--- src/rtl/mdio_master.sv ---
module mdio_master #(
  parameter int DIV_W = 8
) (
  input  logic        clk,
  input  logic        rst_n,
  input  logic        wr_en,
  input  logic        wr_sel,
  input  logic [31:0] wr_data,
  input  logic        rd_sel,
  output logic [31:0] rd_data,
  output logic        mdc,
  output logic        mdio_o,
  output logic        mdio_oe,
  input  logic        mdio_i
);
  localparam int FRAME_BITS = 64;
  localparam int TA_LAST    = 47;
  localparam int RD_RELEASE = 46;
  localparam int LAST_BIT   = FRAME_BITS - 1;

  logic             en;
  logic [DIV_W-1:0] div;
  logic             go;
  logic             wr_dir;
  logic             ack;
  logic [4:0]       phy_q;
  logic [4:0]       rga_q;
  logic [15:0]      data_q;
  logic [DIV_W-1:0] cnt;
  logic             mdc_q;
  logic [5:0]       bit_idx;
  logic [63:0]      frame;
  logic             tick;

  assign tick  = go && (cnt == div);
  assign frame = {32'hFFFF_FFFF, 2'b01, (wr_dir ? 2'b01 : 2'b10), phy_q, rga_q, 2'b10, data_q};

  assign mdc     = mdc_q;
  assign mdio_o  = frame[6'(LAST_BIT) - bit_idx];
  assign mdio_oe = go && (wr_dir || (bit_idx < 6'(RD_RELEASE)));

  assign rd_data = rd_sel ? {go, wr_dir, ack, 3'b000, rga_q, phy_q, data_q}
                          : {~go, en, {(30-DIV_W){1'b0}}, div};

  always_ff @(posedge clk) begin
    if (!rst_n) begin
      en      <= 1'b0;
      div     <= '0;
      go      <= 1'b0;
      wr_dir  <= 1'b0;
      ack     <= 1'b0;
      phy_q   <= '0;
      rga_q   <= '0;
      data_q  <= '0;
      cnt     <= '0;
      mdc_q   <= 1'b0;
      bit_idx <= '0;
    end else begin
      if (wr_en && !wr_sel) begin
        en  <= wr_data[30];
        div <= wr_data[DIV_W-1:0];
      end
      if (wr_en && wr_sel && !go) begin
        go      <= wr_data[31] && en;
        wr_dir  <= wr_data[30];
        ack     <= 1'b0;
        rga_q   <= wr_data[25:21];
        phy_q   <= wr_data[20:16];
        data_q  <= wr_data[15:0];
        cnt     <= '0;
        mdc_q   <= 1'b0;
        bit_idx <= '0;
      end else if (go) begin
        if (tick) begin
          cnt   <= '0;
          mdc_q <= ~mdc_q;
          if (!mdc_q) begin
            if (!wr_dir && bit_idx == 6'(TA_LAST))
              ack <= ~mdio_i;
            if (!wr_dir && bit_idx > 6'(TA_LAST))
              data_q <= {data_q[14:0], mdio_i};
          end else if (bit_idx == 6'(LAST_BIT)) begin
            go      <= 1'b0;
            bit_idx <= '0;
          end else begin
            bit_idx <= bit_idx + 6'd1;
          end
        end else begin
          cnt <= cnt + 1'b1;
        end
      end
    end
  end
endmodule

--- config.mk ---
export PLATFORM = sky130hd
export DESIGN_NAME = mdio_master
export DESIGN_NICKNAME = d
export VERILOG_FILES = /design/src/rtl/mdio_master.sv
export SDC_FILE = /design/constraint.sdc
export NUM_CORES = 1
export LEC_CHECK = 0
export BUFFER_PORTS_ARGS = -buffer_cell sky130_fd_sc_hd__clkbuf_2
export CAP_MARGIN = 5
export CELL_PAD_IN_SITES_DETAIL_PLACEMENT = 1
export CELL_PAD_IN_SITES_GLOBAL_PLACEMENT = 1
export CORE_AREA = 2 2 86 88
export CTS_CLUSTER_DIAMETER = 80
export CTS_CLUSTER_SIZE = 12
export DETAILED_ROUTE_END_ITERATION = 8
export DIE_AREA = 0 0 88 90
export GPL_TIMING_DRIVEN = 0
export HOLD_SLACK_MARGIN = 0.02
export PLACE_DENSITY_LB_ADDON = 0.3
export SLEW_MARGIN = 0
export SYNTH_ARGS = -nofsm -noshare
export SYNTH_HDL_FRONTEND = slang
export SYNTH_SLANG_ARGS = --single-unit
--- constraint.sdc ---
create_clock -name clk -period 4 [get_ports clk]
set_clock_uncertainty 0.15 [all_clocks]
set_input_delay 0.6 -clock clk [delete_from_list [all_inputs] [get_ports clk]]
set_output_delay 0.6 -clock clk [all_outputs]
set_load 0.01 [all_outputs]
[Yosys cells after proc, flatten, opt, wreduce, memory -nomap -nowiden]
Cells that the tools add are included.
Word-level totals
  flip-flop bits (word level): 53
  bits in latches: 0
  memory bits (writable): 0
  memory bits (read-only): 0
  input port bits: 38
  output and inout port bits: 35
  word-level logic and storage cells: 61
  memories: 0
Cells by class
  add/sub/neg operators: 3
  multipliers: 0
  div/mod/pow operators: 0
  order comparisons: 3
  equality and inequality tests: 4
  shift operators: 0
  mux-type cells: 16
  bitwise logic cells: 4
  reduce and logical (&&, ||, !) cells: 20
Operator list (number)
  $mux W16: 5
  $mux W32: 1
  $eq A6 B6 Y1 const B: 2
  $add A8 B1 Y8 const B: 1
  $eq A8 B8 Y1: 1
  $logic_and A1 B1 Y1: 8
  $mux W8: 1
  $reduce_and A4 Y1: 2
  $lt A6 B7 Y1 const B: 1
  $add A6 B1 Y6 const B: 1
  $bmux W1 S6: 1
  $gt A6 B6 Y1 const B: 1
  $lt A6 B6 Y1 const B: 1
  $mux W1: 6
  $mux W6: 1
  $reduce_bool A2 Y1: 3
  $sub A6 B6 Y6 const A: 1
  $not A1 Y1: 4
  $logic_not A1 Y1: 3
  $reduce_and A3 Y1: 1
  $mux W2: 1
  $ne A2 B1 Y1 const B: 1
  $reduce_and A2 Y1: 1
  $reduce_or A2 Y1: 1
  $logic_or A1 B1 Y1: 1

[Logic depth before layout (Yosys ltp)]
Gate-level depths: netlist of run 1.
  depth after elaboration: 7
  gate-level depth with buffers: 7
  gate-level depth less buffers: 6

[Worst setup path before layout of run 1]
Ideal clock, no wire load.
  path kind: register -> output
  start point: register bit_idx[1]
  end point: output port mdio_o
  arrival: 1622 ps
  data required time: 3250 ps
  setup slack: 1628 ps
  cell stages (with the launch flop): 6
  buffers on the path: 0
  cells stage by stage: dfxtp_1 -> mux4_2 -> nor2b_1 -> a2111oi_0 -> a41oi_1 -> o21a_1
Between the ends
  word-level cells in the longest chain between the ends: 3
Ends and longest elaborated chain
  start: declaration: RTL line 31  | logic [5:0] bit_idx;
  start signal: assignment: RTL line 86  | bit_idx <= bit_idx + 6'd1;
  $sub A6 B6 Y6: RTL line 39  | assign mdio_o = frame[6'(LAST_BIT) - bit_idx];
  $bmux W1 S6: RTL line 39
  $mux W1 (implied by the code): RTL line 39
  end: declaration: RTL line 12  | output logic mdio_o,
Every way passes these cells. The select of a mux whose other input is x is not followed.

[Final worst setup path of run 1]
  start point: register bit_idx[0]
  end point: output port mdio_o
The elaborated chain is that of the path after synthesis.

==> results.json, run 1 <==
{
  "cp_max_fo": 10,
  "post_cts_buffers": 0,
  "clockRootBuffer": "clkbuf_8",
  "crit_family": "multiplexers",
  "via_per_inst": 5.21,
  "crit_chain": "buf_2 -> mux4_2 -> mux2i_1 -> a41oi_1 -> o21a_1 -> clkbuf_2",
  "met2_usage_pct": 33.4,
  "area_delta_synth_final_pct": 20.0,
  "clk_pin_slew_ps": 100,
  "dieHeight_um": 90,
  "holdCritStartpoint": "phy_q[2]",
  "final_cell_mix": "clkbuf_2 (64), dfxtp_1 (53), nand2_1 (48)",
  "synth-main-ff-cell": "dfxtp_1",
  "clock_tree.buffer_depth": 2,
  "cts_hold_buf": 0,
  "antenna_left": 0,
  "ys_ff_latch": 53,
  "grt_max_degree": 16,
  "hold_viol_final": 0,
  "multiInputGateArea_um2": 1670,
  "p_per_area_nw_per_um2": 318,
  "slowest_stage": "mux4_2",
  "p_sw_share_pct": 25.2,
  "path_class": "reg2out",
  "cp_slowest_stage_delay_ps": 540,
  "die_w_um": 88,
  "grt.overflow.total": 0,
  "drcViolationCount": 0,
  "wirelength_um": 8080,
  "netlist_instances": 323,
  "grt_pass1_wl_um": 13100,
  "period_minus_slack_ps": 2990,
  "p_clk_share_pct": 35.2,
  "drive_above_1_share_pct": 25.9,
  "gp_congestion": 0.859,
  "rr_worst_depth": 6,
  "met1_usage_pct": 29.5,
  "cts_tree": "yes",
  "synth_edf_count": 0,
  "met3_usage_pct": 3.31,
  "slew-limit-headroom_pct": 58.4,
  "crit_path_start_kind": "register",
  "drt_iter0_drc": 88,
  "dp_hpwl_um": 6120,
  "min_period_over_period_pct": 74.7,
  "rrSetupSlack_ps": 1580,
  "antenna_found_initial": 0,
  "portBuffers": 64,
  "cts-buffers-inserted": 5,
  "arrival_ps": 2240,
  "whs_path_depth": 2,
  "final_common_cell": "clkbuf_2",
  "leakagePower_nw": 1.55,
  "fillers": 859,
  "pwr-share-seq_pct": 52.3,
  "htreeDepth": 2,
  "antenna-diode-count": 0,
  "crit-reg2reg-launch": "cnt[0]",
  "fmax_mhz": 335,
  "p_comb_share_pct": 12.5,
  "globalRoute.busiestLayer": "met2",
  "avgSynthCellArea_um2": 8.81,
  "start_util_pct": 40.5,
  "hold_path_end": "phy_q[2]",
  "seq_area_frac_synth_pct": 37.3,
  "irDropWorstVdd_v": 0.000152,
  "worst_pin_slew_ps": 624,
  "synthArstFlopShare_pct": 0,
  "crit_path_end_kind": "output port",
  "timing.max_cap.violations": 0,
  "path_buf_inv": 2,
  "clock_sink_count": 53,
  "fin_tns_setup_ps": 0,
  "min_path_type": "reg2reg",
  "synth_warnings": 0,
  "nets": 436,
  "rsz0062_at_grt": "no",
  "vias": 2585,
  "avgRoutedWirePerCell_um": 16.3,
  "synth.distinct_cells": 39,
  "status": "completed",
  "hold_ws_ps": 335,
  "firstDrtPassIters": 4,
  "row_count": 31,
  "finalSetupViolCount": 0,
  "fp.coreArea_um2": 7020,
  "crit_required_ps": 3250,
  "internal_power_uw": 813,
  "regArea_um2": 1060,
  "die_area_um2": 7920,
  "switchingPower_uw": 273,
  "pin_count": 73,
  "post_cts_resized": 0,
  "drv_slew": 0,
  "r2r_end": "data_q[6]",
  "cp_num_cells": 6,
  "clk_latency_ps": 300,
  "track_usage_pct": 20.8,
  "grt_pass1_vias": 2610,
  "syn_area_um2": 2850
}
-- worst max path at each step --
stage,start,end
5_1_grt,bit_idx[1],mdio_o
3_3_place_gp,bit_idx[0],mdio_o
3_5_place_dp,bit_idx[0],mdio_o
4_1_cts,bit_idx[0],mdio_o
2_1_floorplan,bit_idx[1],mdio_o
6_report,bit_idx[0],mdio_o
-- registers in the layout, summed over array words and instances (netlist names), 5 cells and up --
signal and flops:
bit_idx 6, cnt 8, data_q 16, div 8
phy_q 5, rga_q 5
-- layout make-up --
cell class | count | area share [%]
Multi-Input combinational cell | 244 | 48.9
Timing Repair Buffer | 64 | 9.38
Clock inverter | 1 | 0.880
Clock buffer | 7 | 2.53
Buffer | 27 | 3.48
Inverter | 1 | 0.110
Tap cell | 99 | 3.63
Sequential cell | 53 | 31.1
-- power by group through the flow --
stage / combinational (mW) / sequential [mW] / clock, mW
finish: 0.136 / 0.568 / 0.382
CTS: 0.138 / 0.568 / 0.388
global placement: 0.133 / 0.579 / 0
global route: 0.150 / 0.571 / 0.411
floorplan: 0.0836 / 0.572 / 0
detailed placement: 0.137 / 0.580 / 0
-- worst register-to-register path: stages, from the launching register on --
cell and delay, ps:
dfxtp_1 500, xor2_1 120, nor4_2 510, nand4_2 380, buf_2 350, mux2i_1 210
a21oi_1 90
-- kinds of logic (layout without fill, tap and decap cells) --
group / after synthesis / after routing / share of synthesized area [%]
xor+xnor: 18 / 18 / 5.54
simple gates: 117 / 117 / 20.9
mux: 36 / 36 / 16.1
buf+inv: 28 / 100 / 4.31
other cells: 1 / 3 / 0.132
compound gates: 68 / 68 / 14.8
fa+ha+maj: 2 / 2 / 0.879
flops: 53 / 53 / 37.3
-- synthesized netlist by cell type, types with 3 or more instances --
master / number / area [µm²]
mux2_2: 9 / 101
a31oi_1: 3 / 18.8
nand2b_1: 3 / 18.8
nor2b_1: 4 / 25.0
mux2i_1: 20 / 200
nand4_1: 5 / 31.3
clkbuf_1: 19 / 71.3
and3_1: 4 / 25.0
nand2_1: 48 / 180
a21oi_1: 19 / 95.1
mux4_2: 7 / 158
o21ai_0: 19 / 95.1
xor2_1: 14 / 123
buf_2: 5 / 25.0
and2_1: 19 / 119
nand3_1: 4 / 20.0
xnor2_1: 4 / 35.0
buf_4: 3 / 22.5
a21boi_0: 20 / 150
dfxtp_1: 53 / 1060
nor2_1: 17 / 63.8
-- per-layer routing --
metal  share of wire [%]  vias up
met5                   0        -
met4                0.66        0
met3                 5.3        5
met2                  48       76
met1                  46     1241
li1                    -     1263
-- metrics by stage --
stage | area (µm²) | instances | utilization (%) | setup WS, ps | power, mW
5_1_grt | 3410 | 496 | 48.6 | 818 | 1.13
3_5_place_dp | 3300 | 488 | 47.0 | 1350 | 0.717
4_1_cts | 3410 | 496 | 48.6 | 998 | 1.09
6_report | 3410 | 496 | 48.6 | 1010 | 1.09
2_1_floorplan | 2850 | 325 | - | 1630 | 0.656
3_3_place_gp | 3300 | 488 | 47.0 | 1330 | 0.713
No activity file was read; power rests on OpenSTA's default activity.
==> run 2, diff against run 1 <==
Settings changed: CORE_AREA 2 2 86 88 to 2 2 89 91, DIE_AREA 0 0 88 90 to 0 0 91 93.
Clock period 4 ns to 2.77 ns, I/O delays scaled along.
==> run 2 against run 1 <==
  * Clock power is 34% higher
  * Highest routed layer unchanged
  * Utilization is 3.2 points lower
  * The run now ends with setup timing left
  * Design area is 0.22% higher
  * Via count is 1.3% lower
  * Setup slack worse by 1000 ps
  * Die area is 6.9% higher
  * First-iteration DRC count is 18% lower
  * Largest cell class unchanged
==> results.json, run 2 (synthesized netlist as in run 1, its figures left out) <==
{
  "status": "complete, but fails checks",
  "violations": "setup timing",
  "drt_iter0_drc": 72,
  "largest-register": "data_q",
  "clk_pin_slew_ps": 110,
  "grt.overflow.total": 0,
  "final_common_cell": "clkbuf_2",
  "htreeDepth": 2,
  "drive_above_1_share_pct": 27.0,
  "grt_pass1_wl_um": 13400,
  "post_cts_buffers": 0,
  "layout_setup_ws_ps": -28.0,
  "fp.coreArea_um2": 7530,
  "area_delta_synth_final_pct": 20.2,
  "clock_sink_count": 53,
  "antenna_left": 0,
  "die_area_um2": 8460,
  "nets": 436,
  "clockRootBuffer": "clkbuf_8",
  "met2_usage_pct": 33.6,
  "arrival_ps": 2230,
  "antenna-diode-count": 0,
  "cts_tree": "yes",
  "dieHeight_um": 93,
  "die_w_um": 91,
  "globalRoute.busiestLayer": "met2",
  "final_cell_mix": "clkbuf_2 (64), dfxtp_1 (51), nand2_1 (48)",
  "hold_ws_ps": 180,
  "hold_viol_final": 0,
  "vias": 2552,
  "worst_pin_slew_ps": 719,
  "met3_usage_pct": 3.30,
  "final_cells": 499,
  "min_path_type": "in2reg",
  "dp_hpwl_um": 6240,
  "crit_path_end_kind": "output port",
  "grt_max_degree": 17,
  "pin_count": 73,
  "crit_path_start_kind": "register",
  "timing.max_cap.violations": 0,
  "clk_latency_ps": 310,
  "clock_tree.buffer_depth": 2,
  "reg_top3": "data_q (16), cnt (8), div (8)",
  "irDropWorstVdd_v": 0.000215,
  "gp_congestion": 0.829,
  "antenna_found_initial": 0,
  "p_per_area_nw_per_um2": 448,
  "fmax_mhz": 357,
  "row_count": 32,
  "drv_slew": 0,
  "avgRoutedWirePerCell_um": 16.5,
  "slew-limit-headroom_pct": 52.1,
  "grt_pass1_vias": 2606,
  "min_period_over_period_pct": 101,
  "drcViolationCount": 0,
  "met1_usage_pct": 26.9,
  "via_per_inst": 5.11,
  "firstDrtPassIters": 4,
  "cts-buffers-inserted": 5,
  "path_class": "reg2out",
  "cp_max_fo": 5,
  "portBuffers": 64,
  "cts_hold_buf": 0,
  "period_minus_slack_ps": 2800,
  "fillers": 964,
  "track_usage_pct": 19.7,
  "crit_required_ps": 2200,
  "place_ws_ps": 223,
  "dpl.cell_count": 491,
  "start_util_pct": 37.8,
  "post-route-util_pct": 45.4,
  "finalSetupViolCount": 1,
  "leakagePower_nw": 1.55,
  "wirelength_um": 8240,
  "largest_reg_flops": 16
}
==> run 2: report_power, final <==
group / switching, mW / total (mW) / internal, mW
combinational: 0.111 / 0.199 / 0.0881
clock: 0.281 / 0.513 / 0.232
sequential: 0.0292 / 0.819 / 0.790
total: 0.422 / 1.53 / 1.11
==> run 2: path summary, 6_finish.rpt <==
kind | startpoint | end | slack, ps | cells after the start
worst min-delay path | wr_data[4] | div[4] | 180 | 3
worst min register to register | phy_q[2] | phy_q[2] | 330 | 2
worst max-delay path | bit_idx[1] | mdio_o | -30 | 6
worst max register to register | cnt[0] | data_q[6] | 330 | 6
==> run 2: critical path, cell delays in order, from the launching register on <==
cell and delay, ps:
dfxtp_2 420, mux4_2 520, nor2b_1 160, a2111oi_1 470, a41oi_1 90, o21a_1 150
clkbuf_2 130
==> run 2: final cells by class <==
class,instances,area [µm²],share of cell area [%]
Buffer,27,124,3.62
Clock buffer,7,96.3,2.82
Clock inverter,1,8.76,0.256
Inverter,1,3.75,0.110
Multi-Input combinational cell,244,1670,48.9
Sequential cell,53,1070,31.2
Tap cell,102,128,3.73
Timing Repair Buffer,64,320,9.36
==> run 2: metal layers <==
metal / wire, µm / part of all wire [%]
met2: 3880 / 47
met1: 4060 / 49
met5: 0 / 0
met3: 242 / 2.9
met4: 57 / 0.69
==> run 2: per-stage QoR <==
stage	power, mW	TNS (ps)	area, µm²
floorplan	0.947	0	2850
global placement	1.03	0	3300
detailed placement	1.04	0	3300
CTS	1.54	0	3410
global route	1.59	-163	3420
finish	1.53	-28.0	3420
==> run 2: repair_timing <==
item / in CTS / in global routing
gates resized for setup: 4 / 3
hold endpoints to repair: 0 / 0
endpoints found under the setup margin: 1 / 1
cloned: 0 / 0
==> run 3, diff against run 2 <==
Settings changed: CORE_AREA 2 2 89 91 to 2 2 110 112, DIE_AREA 0 0 91 93 to 0 0 112 114, REMOVE_ABC_BUFFERS set to 1.
==> run 3 against run 2 <==
  * The run now ends clean
  * Critical path depth decreased by 1
  * Wire length decreased by 2.4%
  * Maximum frequency increased by 6.5%
  * Total power increased by 7.0%
  * Global-route usage decreased by 6.7 points
  * Setup slack improved by 170 ps
  * Design area increased by 0.29%
  * Sequential power about the same
  * First-iteration DRC count decreased by 15%
  * Utilization decreased by 16 points
  * Hold slack improved by 24 ps
  * Critical endpoint unchanged
==> results.json, run 3 (synthesized netlist as in run 1, its figures left out) <==
{
  "clk_latency_ps": 300,
  "timing.max_cap.violations": 0,
  "min_period_over_period_pct": 94.9,
  "fmax_mhz": 381,
  "avgRoutedWirePerCell_um": 15.5,
  "clockRootBuffer": "clkbuf_16",
  "final_cell_mix": "clkbuf_2 (65), dfxtp_1 (51), nand2_1 (48)",
  "portBuffers": 65,
  "antenna-diode-count": 0,
  "grt_max_degree": 47,
  "power_mw": 1.64,
  "grt.overflow.total": 0,
  "largest_reg_flops": 16,
  "crit_path_start_kind": "register",
  "crit_path_end_kind": "output port",
  "cts-buffers-inserted": 5,
  "fp.coreArea_um2": 11700,
  "dpl.cell_count": 510,
  "holdCritStartpoint": "wr_data[23]",
  "drcViolationCount": 0,
  "via_per_inst": 4.64,
  "grt_pass1_vias": 2521,
  "drive_above_1_share_pct": 27.3,
  "firstDrtPassIters": 4,
  "dieHeight_um": 114,
  "start_util_pct": 24.3,
  "clock_sink_count": 53,
  "reg_top3": "data_q (16), cnt (8), div (8)",
  "nets": 412,
  "hold_viol_final": 0,
  "crit_required_ps": 2200,
  "place_ws_ps": -78.8,
  "clk_pin_slew_ps": 70,
  "path_class": "reg2out",
  "wirelength_um": 8040,
  "startpoint": "bit_idx[0]",
  "area_delta_synth_final_pct": 20.6,
  "antenna_left": 0,
  "gp_congestion": 0.736,
  "slew-limit-headroom_pct": 30.4,
  "largest-register": "data_q",
  "vias": 2414,
  "drv_slew": 0,
  "rsz0062_at_grt": "no",
  "worst_pin_slew_ps": 1040,
  "die_area_um2": 12800,
  "htreeDepth": 2,
  "p_per_area_nw_per_um2": 478,
  "status": "completed",
  "min_path_type": "in2reg",
  "cts_hold_buf": 0,
  "irDropWorstVdd_v": 0.000220,
  "die_w_um": 112,
  "row_count": 40,
  "wl_met3_um": 249,
  "finalSetupViolCount": 0,
  "cts_tree": "yes",
  "grt_pass1_wl_um": 13200,
  "track_usage_pct": 13.0,
  "crit-reg2reg-launch": "go",
  "leakagePower_nw": 1.52,
  "final_cells": 520,
  "final_common_cell": "clkbuf_2",
  "layout_setup_ws_ps": 142,
  "cp_max_fo": 14,
  "period_minus_slack_ps": 2630,
  "dr_wl_met2_um": 3820,
  "arrival_ps": 2060,
  "dp_hpwl_um": 5610,
  "drt_iter0_drc": 61,
  "pin_count": 73,
  "antenna_found_initial": 0,
  "post-route-util_pct": 29.3,
  "top_layer_used": "met4",
  "met1_length_um": 3880,
  "clock_tree.buffer_depth": 2
}
run 3: cell types whose count changed in the layout (fill, tap and decap cells not counted), sizes merged:
| cell | before | now |
|---|---|---|
| buf | 8 | 2 |
| clkbuf | 90 | 70 |
| clkinv | 0 | 3 |
| inv | 2 | 1 |
run 3: worst max-delay path: stages (launching register included):
cell	delay [ps]
dfxtp_4	480
mux4_2	570
a2111oi_2	370
a41oi_1	70
o21a_1	150
clkbuf_2	130
run 3: path summary, 6_finish.rpt:
kind,end,slack (ps),cells past startpoint
worst max-delay path,mdio_o,140,5
worst min-delay path,rga_q[2],200,3
worst max register to register,cnt[7],300,4
worst min register to register,phy_q[1],330,2
run 3: metal layers:
layer / GRT usage, % / up-vias
met5: 0 / -
met4: 3.50 / 0
met3: 2.60 / 5
met2: 21.7 / 46
met1: 17.3 / 1150
li1: - / 1213
run 3: what timing repair did:
item	in CTS	in global routing
cloned	0	0
setup endpoints to repair	9	5
setup buffers	0	2
pin swaps	1	0
resized for setup	7	1
hold endpoints to repair	0	0
run 3: layout make-up:
class                           instances  area (µm²)
Inverter                                1        3.75
Fill cell                            1403        8280
Tap cell                              147         184
Timing Repair Buffer                   67         340
Multi-Input combinational cell        244        1690
Sequential cell                        53        1070
Clock inverter                          3        22.5
Clock buffer                            5         125
run 3: through the flow:
stage	TNS, ps	cell area, µm²	hold WS [ps]
after floorplan	0	2730	299
after global placement	-123	3240	320
after detailed placement	-202	3240	323
after CTS	0	3410	207
after global routing	0	3430	209
final	0	3430	204
run 3: power by group:
part / switching, mW / leakage (nW) / internal, mW
logic: 0.105 / 1.02 / 0.0815
clock network: 0.298 / 0.0738 / 0.337
registers: 0.0280 / 0.434 / 0.789
